## src/rtl/tsr_pkg.sv

```systemverilog
package tsr_pkg;

    localparam int FRQ_W = 32;
    localparam int CNT_W = 8;
    localparam int LIM_W = 16;

    typedef enum logic [3:0] {
        ST_IDLE,
        ST_INIT,
        ST_OFF_GO,
        ST_OFF_WAIT,
        ST_FRQ_GO,
        ST_FRQ_WAIT,
        ST_JUDGE,
        ST_STEP,
        ST_DONE
    } tsr_state_e;

endpackage

```

## src/rtl/tsr_divider.sv

```systemverilog
// Restoring shift-subtract divider, one quotient bit per cycle.
module tsr_divider #(
    parameter int W = 32,
    localparam int CNTW = $clog2(W + 1)
) (
    input  logic         clk,
    input  logic         rst_n,
    input  logic         go,
    input  logic [W-1:0] num,
    input  logic [W-1:0] den,
    output logic [W-1:0] quo,
    output logic         fin
);

    logic [W:0]      rem_q;
    logic [W-1:0]    quo_q;
    logic [W-1:0]    den_q;
    logic [CNTW-1:0] cnt_q;
    logic            fin_q;

    logic [W:0]      shifted;
    logic [W+1:0]    trial;
    logic            fits;

    always_comb begin
        shifted = {rem_q[W-1:0], quo_q[W-1]};
        trial   = {1'b0, shifted} - {2'b00, den_q};
        fits    = ~trial[W+1];
    end

    always_ff @(posedge clk or negedge rst_n) begin
        if (!rst_n) begin
            rem_q <= '0;
            quo_q <= '0;
            den_q <= '0;
            cnt_q <= '0;
            fin_q <= 1'b0;
        end else if (go) begin
            rem_q <= '0;
            quo_q <= num;
            den_q <= den;
            cnt_q <= CNTW'(W);
            fin_q <= 1'b0;
        end else if (cnt_q != '0) begin
            rem_q <= fits ? trial[W:0] : shifted;
            quo_q <= {quo_q[W-2:0], fits};
            cnt_q <= cnt_q - 1'b1;
            fin_q <= (cnt_q == CNTW'(1));
        end else begin
            fin_q <= 1'b0;
        end
    end

    assign quo = quo_q;
    assign fin = fin_q;

endmodule

```

## src/rtl/tsr_judge.sv

```systemverilog
// Error of a candidate against the target, and the keep-or-replace decision.
module tsr_judge #(
    parameter int FW = 32
) (
    input  logic [FW-1:0] cand_frq,
    input  logic [FW-1:0] target,
    input  logic [FW-1:0] best_err,
    output logic [FW-1:0] cand_err,
    output logic          take
);

    always_comb begin
        if (cand_frq >= target) begin
            cand_err = cand_frq - target;
        end else begin
            cand_err = target - cand_frq;
        end
        // less-or-equal: a later, shorter total wins a tie
        take = (cand_err <= best_err);
    end

endmodule

```

## src/rtl/thr_ratio_search.sv

```systemverilog
module thr_ratio_search
    import tsr_pkg::*;
#(
    parameter int FW = tsr_pkg::FRQ_W,
    parameter int CW = tsr_pkg::CNT_W,
    parameter int MW = tsr_pkg::LIM_W
) (
    input  logic          clk,
    input  logic          rst_n,
    input  logic          start,
    input  logic [31:0]   target_khz,
    input  logic [31:0]   stock_khz,
    input  logic [15:0]   max_total,
    output logic          done,
    output logic          busy,
    output logic          fault,
    output logic [7:0]    on_cnt,
    output logic [7:0]    off_cnt,
    output logic [31:0]   ach_khz
);

    localparam int              CAP     = (1 << CW) - 1;
    localparam logic [CW-1:0]   IDX_ONE = CW'(1);
    localparam logic [MW-1:0]   LIM_CAP = MW'(CAP);

    tsr_state_e state_q, state_d;

    logic [FW-1:0] tgt_q, stk_q;
    logic [CW-1:0] idx_q;
    logic [CW-1:0] cand_off_q, cand_on_q;
    logic [FW-1:0] cand_frq_q;
    logic [CW-1:0] best_off_q, best_on_q;
    logic [FW-1:0] best_frq_q, best_err_q;
    logic [CW-1:0] res_off_q, res_on_q;
    logic [FW-1:0] res_frq_q;
    logic          fault_q;

    logic [CW-1:0] lim_idx;
    logic [FW-1:0] init_err;
    logic          accept;

    logic          div_go;
    logic [FW-1:0] div_num, div_den;
    logic [FW-1:0] div_quo;
    logic          div_fin;
    logic [FW-1:0] prod_off, prod_frq;

    logic [FW-1:0] cand_err;
    logic          take;

    // ---------------- operand preparation ----------------
    always_comb begin
        lim_idx  = (max_total > LIM_CAP) ? CW'(CAP) : max_total[CW-1:0];
        init_err = (stock_khz >= target_khz) ? (stock_khz - target_khz)
                                             : (target_khz - stock_khz);
        accept   = start && (state_q == ST_IDLE);
        prod_off = tgt_q * {{(FW-CW){1'b0}}, idx_q};
        prod_frq = stk_q * {{(FW-CW){1'b0}}, cand_off_q};
        div_go   = (state_q == ST_OFF_GO) || (state_q == ST_FRQ_GO);
        div_num  = (state_q == ST_OFF_GO) ? prod_off : prod_frq;
        div_den  = (state_q == ST_OFF_GO) ? stk_q : {{(FW-CW){1'b0}}, idx_q};
    end

    tsr_divider #(.W(FW)) u_div (
        .clk   (clk),
        .rst_n (rst_n),
        .go    (div_go),
        .num   (div_num),
        .den   (div_den),
        .quo   (div_quo),
        .fin   (div_fin)
    );

    tsr_judge #(.FW(FW)) u_judge (
        .cand_frq (cand_frq_q),
        .target   (tgt_q),
        .best_err (best_err_q),
        .cand_err (cand_err),
        .take     (take)
    );

    // ---------------- state register ----------------
    always_ff @(posedge clk or negedge rst_n) begin
        if (!rst_n) begin
            state_q <= ST_IDLE;
        end else begin
            state_q <= state_d;
        end
    end

    // ---------------- next state ----------------
    always_comb begin
        state_d = state_q;
        unique case (state_q)
            ST_IDLE:     if (start) state_d = ST_INIT;
            ST_INIT:     state_d = ((stk_q == '0) || (idx_q == '0)) ? ST_DONE : ST_OFF_GO;
            ST_OFF_GO:   state_d = ST_OFF_WAIT;
            ST_OFF_WAIT: if (div_fin) state_d = ST_FRQ_GO;
            ST_FRQ_GO:   state_d = ST_FRQ_WAIT;
            ST_FRQ_WAIT: if (div_fin) state_d = ST_JUDGE;
            ST_JUDGE:    state_d = ST_STEP;
            ST_STEP:     state_d = (idx_q == IDX_ONE) ? ST_DONE : ST_OFF_GO;
            ST_DONE:     state_d = ST_IDLE;
            default:     state_d = ST_IDLE;
        endcase
    end

    // ---------------- datapath ----------------
    always_ff @(posedge clk or negedge rst_n) begin
        if (!rst_n) begin
            tgt_q      <= '0;
            stk_q      <= '0;
            idx_q      <= '0;
            cand_off_q <= '0;
            cand_on_q  <= '0;
            cand_frq_q <= '0;
            best_off_q <= '0;
            best_on_q  <= '0;
            best_frq_q <= '0;
            best_err_q <= '0;
            res_off_q  <= '0;
            res_on_q   <= '0;
            res_frq_q  <= '0;
            fault_q    <= 1'b0;
        end else begin
            if (accept) begin
                tgt_q      <= target_khz;
                stk_q      <= stock_khz;
                idx_q      <= lim_idx;
                best_frq_q <= stock_khz;
                best_off_q <= IDX_ONE;
                best_on_q  <= '0;
                best_err_q <= init_err;
            end
            if ((state_q == ST_OFF_WAIT) && div_fin) begin
                cand_off_q <= div_quo[CW-1:0];
                cand_on_q  <= idx_q - div_quo[CW-1:0];
            end
            if ((state_q == ST_FRQ_WAIT) && div_fin) begin
                cand_frq_q <= div_quo;
            end
            if ((state_q == ST_JUDGE) && take) begin
                best_off_q <= cand_off_q;
                best_on_q  <= cand_on_q;
                best_frq_q <= cand_frq_q;
                best_err_q <= cand_err;
            end
            if ((state_q == ST_STEP) && (idx_q != IDX_ONE)) begin
                idx_q <= idx_q - 1'b1;
            end
            if ((state_d == ST_DONE) && (state_q != ST_DONE)) begin
                res_off_q <= best_off_q;
                res_on_q  <= best_on_q;
                res_frq_q <= best_frq_q;
                fault_q   <= (stk_q == '0);
            end
        end
    end

    // ---------------- outputs ----------------
    always_comb begin
        done    = (state_q == ST_DONE);
        busy    = (state_q != ST_IDLE);
        fault   = fault_q;
        on_cnt  = res_on_q;
        off_cnt = res_off_q;
        ach_khz = res_frq_q;
    end

endmodule

```

## config.mk

```make
export PLATFORM = sky130hd
export DESIGN_NAME = thr_ratio_search
export DESIGN_NICKNAME = d
export VERILOG_FILES = /design/src/rtl/tsr_pkg.sv /design/src/rtl/tsr_divider.sv /design/src/rtl/tsr_judge.sv /design/src/rtl/thr_ratio_search.sv
export SDC_FILE = /design/constraint.sdc
export NUM_CORES = 2
export LEC_CHECK = 0
export CAP_MARGIN = 20
export CORE_ASPECT_RATIO = 0.6
export CORE_MARGIN = 5
export CORE_UTILIZATION = 39
export DETAILED_ROUTE_END_ITERATION = 12
export SLEW_MARGIN = 20
export SYNTH_ARGS = -nofsm -noshare
export SYNTH_HDL_FRONTEND = slang
export SYNTH_SLANG_ARGS = --single-unit
```

## constraint.sdc

```tcl
create_clock -name clk -period 7.65 [get_ports clk]
set_input_delay 0.765 -clock clk [delete_from_list [all_inputs] [get_ports clk]]
set_output_delay 0.765 -clock clk [all_outputs]
set_load 0.05 [all_outputs]
```

==> metrics.log <==
[metrics] # clock sinks: 356
[metrics] global-route wire length before repair: 205000 um
[metrics] GRT Util Overall: 26.5%
[metrics] post-placement cell count: 5545
[metrics] synthesized flop and latch total: 356
[metrics] Hold WC Path Type: in -> async
[metrics] initial antenna violation count: 3
[metrics] via count of the first global-routing pass: 30463
[metrics] wire length reported by the detailed router: 138000 um
[metrics] data required time of the worst path: 8.18 ns
[metrics] Clk Tree Root Cell: sky130_fd_sc_hd__clkbuf_16
[metrics] number of nets still failing antenna checks after routing: 0
[metrics] minimum period implied by the final worst setup slack: approximately 7.0 ns
[metrics] drt pass-1 iters: 6
[metrics] reg-to-reg startpoint: tgt_q[1]$_DFFE_PN0P_
[metrics] CTS HTree Levels: 2
[metrics] CP max stage cell: sky130_fd_sc_hd__dfrtp_1
[metrics] count of unresolved DRC violations after routing: 0
[metrics] detailed router's first-iteration violation count: 3439
[metrics] Net count, final: 5027
[metrics] DR vias/cell: 5.70
[metrics] worst setup path end: best_off_q[6]$_DFFE_PN0P_
[metrics] relative slew slack: between 20 and 30%
[metrics] clock tree from TritonCTS: done
[metrics] post-CTS setup repair buffer count: 0
[metrics] largest clock skew in the final design: between 0.02 and 0.03 ns
[metrics] total count of max-transition violations in the final report: 0
[metrics] post_cts resized: 0
[metrics] run status: complete, no violations
[metrics] insertion delay of the later-clocked pin in the worst-skew pair: 0.61 ns
[metrics] area used by sequential logic in the layout: 8910 um^2
[metrics] synthesized netlist cell count: between 4000 and 5000
[metrics] synthesized net count: 5025
[metrics] fin crit share: around 90%
[metrics] Clk pin slew, worst setup/hold paths: around 0.060 ns
[metrics] Worst R2R Path Depth: 23
[metrics] PortBufs: 133
[metrics] Max-cap violations: 0
[metrics] core region area: 94100 um^2
[metrics] fraction of the yosys area taken by sequential cells: 24.0%
[metrics] capture point of the worst reg-to-reg path: best_off_q[6]$_DFFE_PN0P_
[metrics] wire length per cell: around 25 um
[metrics] Fmax: 142 MHz
[metrics] half-perimeter wire length of the detailed placement result: between 100000 and 150000 um
[metrics] synth top area cells: sky130_fd_sc_hd__dfrtp_1, sky130_fd_sc_hd__fa_1, sky130_fd_sc_hd__ha_1
[metrics] vias after detailed routing: 32069
[metrics] most used flip-flop cell after synthesis: sky130_fd_sc_hd__dfrtp_1
[metrics] cell chain of the critical path: inv_1, ha_1, nor2b_1, o21ai_0, a31oi_1, o22a_1, a211oi_1, o21a_1, o21ai_0, a211oi_1, nor2_1, xor2_1, ha_1, nand4_1, nor2_1, nand4_1, nor3_1, nand2_1, a32oi_1, and2_1, buf_4, nand2_1, nand2_1
[metrics] effective utilization at floorplan: 39.4%
[metrics] Max Root-Sink Buffers: 3
[metrics] Critical Path Fanout Max: 25
[metrics] hold violation total from the final report: 0
[metrics] critical path launch point: tgt_q[1]$_DFFE_PN0P_
[metrics] Area growth, synth to finish: 10.8%
[metrics] Die Y-Extent: 249 um
[metrics] count of endpoints failing setup in the final report: 0
[metrics] io pins: 134
[metrics] multi-input logic area: approximately 25000 um^2
[metrics] setup slack of the most critical reg-to-reg path: between 0.6 and 0.7 ns
[metrics] RD Place Congestion: 0.953
[metrics] critical path type: reg -> reg
[metrics] horizontal die dimension: 408 um
[metrics] worst endpoint data arrival time: 7.57 ns
[metrics] Non-Filler Instances: between 5000 and 6000
[metrics] setup repair after global routing missed its margin: no
[metrics] CP startpoint kind: flop
[metrics] most used cell, CP: sky130_fd_sc_hd__nand2_1
[metrics] GRT Residual Overflow: 0
[metrics] layout cells sized above 1: 5.28%
[metrics] number of fill cells in the layout: 9418
[metrics] pin count of the biggest net entering global routing: 141
[metrics] post-synth design cell area: 37100 um^2
[metrics] warning count from the yosys run: 0
[metrics] full die area: about 100000 um^2
[metrics] area fraction of the dominant cell type after synthesis: 24.0%
[metrics] Async SR Flop Fraction: 100%
[metrics] Syn Area/Cell: 8.53 um^2
[metrics] cts-stage hold buffer count: 0
[metrics] CP max stage delay: 0.58 ns
[metrics] placement row count: between 80 and 90
[metrics] library cells used by synthesis: 82
[metrics] total negative slack for setup checks: 0 ns
[metrics] number of flops mapped to enable cells by yosys: 0
[metrics] nature of the critical path endpoint: flop
[metrics] transition at the pin with the smallest max-transition slack: roughly 1.1 ns
[metrics] number of buffers added by the clock tree synthesis step: 43
[metrics] dominant cell type by area after synthesis: sky130_fd_sc_hd__dfrtp_1
-- metal layers --
layer	wire (um)	part of all wire [%]	vias up	track usage (%)
met5	217	0.16	-	1.21
met4	1690	1.2	6	3.63
met3	21500	16	89	13.3
met2	46800	34	1597	30.5
met1	67700	49	15865	42.8
li1	-	-	14512	-
-- synth_stat cells, types with 60 or more instances --
cell type,instances
sky130_fd_sc_hd__dfrtp_1,356
sky130_fd_sc_hd__clkbuf_1,210
sky130_fd_sc_hd__nand2_1,625
sky130_fd_sc_hd__xnor2_1,104
sky130_fd_sc_hd__a21oi_1,281
sky130_fd_sc_hd__nand3_1,66
sky130_fd_sc_hd__a21o_1,112
sky130_fd_sc_hd__ha_1,282
sky130_fd_sc_hd__xor2_1,60
sky130_fd_sc_hd__inv_1,482
sky130_fd_sc_hd__o21ai_0,286
sky130_fd_sc_hd__nor2_1,161
sky130_fd_sc_hd__and2_1,297
sky130_fd_sc_hd__fa_1,318
sky130_fd_sc_hd__mux2_2,60
-- worst max-delay path, delay by kind of cell (launching register included) --
kind | cells | cell delay, ns
xor+xnor | 1 | 0.16
simple gates | 10 | 2.27
fa+ha+maj | 2 | 0.70
compound gates | 8 | 2.55
flops | 1 | 0.58
buf+inv | 2 | 0.69
-- stage by stage --
step	instance area [um^2]	setup slack (ns)	hold slack [ns]	util (%)
floorplan	37100	2.20	0.439	-
global placement	39600	0.861	0.445	42.1
detailed placement	39600	0.857	0.457	42.1
CTS	41100	0.849	0.223	43.7
global route	41100	0.310	0.268	43.7
finish	41100	0.608	0.214	43.7
-- layout by cell type, fill, tap and decap left out, types with 104 or more instances in the layout --
cell type,synthesis,final
sky130_fd_sc_hd__dfrtp_1,356,356
sky130_fd_sc_hd__a21oi_1,281,281
sky130_fd_sc_hd__ha_1,282,282
sky130_fd_sc_hd__nor2_1,161,160
sky130_fd_sc_hd__nand2_1,625,624
sky130_fd_sc_hd__xnor2_1,104,104
sky130_fd_sc_hd__clkdlybuf4s50_1,0,132
sky130_fd_sc_hd__and2_1,297,296
sky130_fd_sc_hd__a21o_1,112,112
sky130_fd_sc_hd__o21ai_0,286,286
sky130_fd_sc_hd__inv_1,482,482
sky130_fd_sc_hd__fa_1,318,318
-- cell families (layout without fill, tap and decap cells) --
family | Yosys count | after routing | synth area share, %
muxes | 107 | 107 | 3.09
xor gates and xnor gates | 164 | 164 | 3.88
buffers and inverters | 725 | 758 | 7.46
and+or+nand+nor | 1358 | 1358 | 17.4
other | 0 | 2 | 0
adders and majority gates | 600 | 600 | 26.7
DFF | 356 | 356 | 24.0
AOI/OAI and AO/OA | 1032 | 1032 | 17.4
-- flip-flops by register name (all words and copies together) (netlist names), 32 cells and up --
register	count
ach_khz	32
best_err_q	32
best_frq_q	32
cand_frq_q	32
stk_q	32
tgt_q	32
u_div.den_q	32
u_div.quo	32
u_div.rem_q	32
-- worst min path at each step --
stage                                   from                  endpoint  slack [ns]
finish                                 rst_n    off_cnt[1]$_DFFE_PN0P_        0.21
global route                           rst_n    off_cnt[1]$_DFFE_PN0P_        0.27
CTS                                    rst_n    off_cnt[1]$_DFFE_PN0P_        0.22
detailed placement  cand_on_q[1]$_DFFE_PN0P_  best_on_q[1]$_DFFE_PN0P_        0.46
global placement    cand_on_q[5]$_DFFE_PN0P_  best_on_q[5]$_DFFE_PN0P_        0.44
floorplan           cand_on_q[0]$_DFFE_PN0P_  best_on_q[0]$_DFFE_PN0P_        0.44
-- cell type report --
cell class / instances / area share (%)
clock buffer: 58 / 2.95
antenna: 2 / 0.0122
multi-input combinational: 3261 / 61.9
tap: 1246 / 3.80
timing repair buffer: 199 / 4.49
inverter: 483 / 4.41
clock inverter: 18 / 0.701
sequential: 356 / 21.7
Power is left out: the tool's default activity adds up to more than one toggle a clock period on the data nets, which glitch-free logic cannot reach.
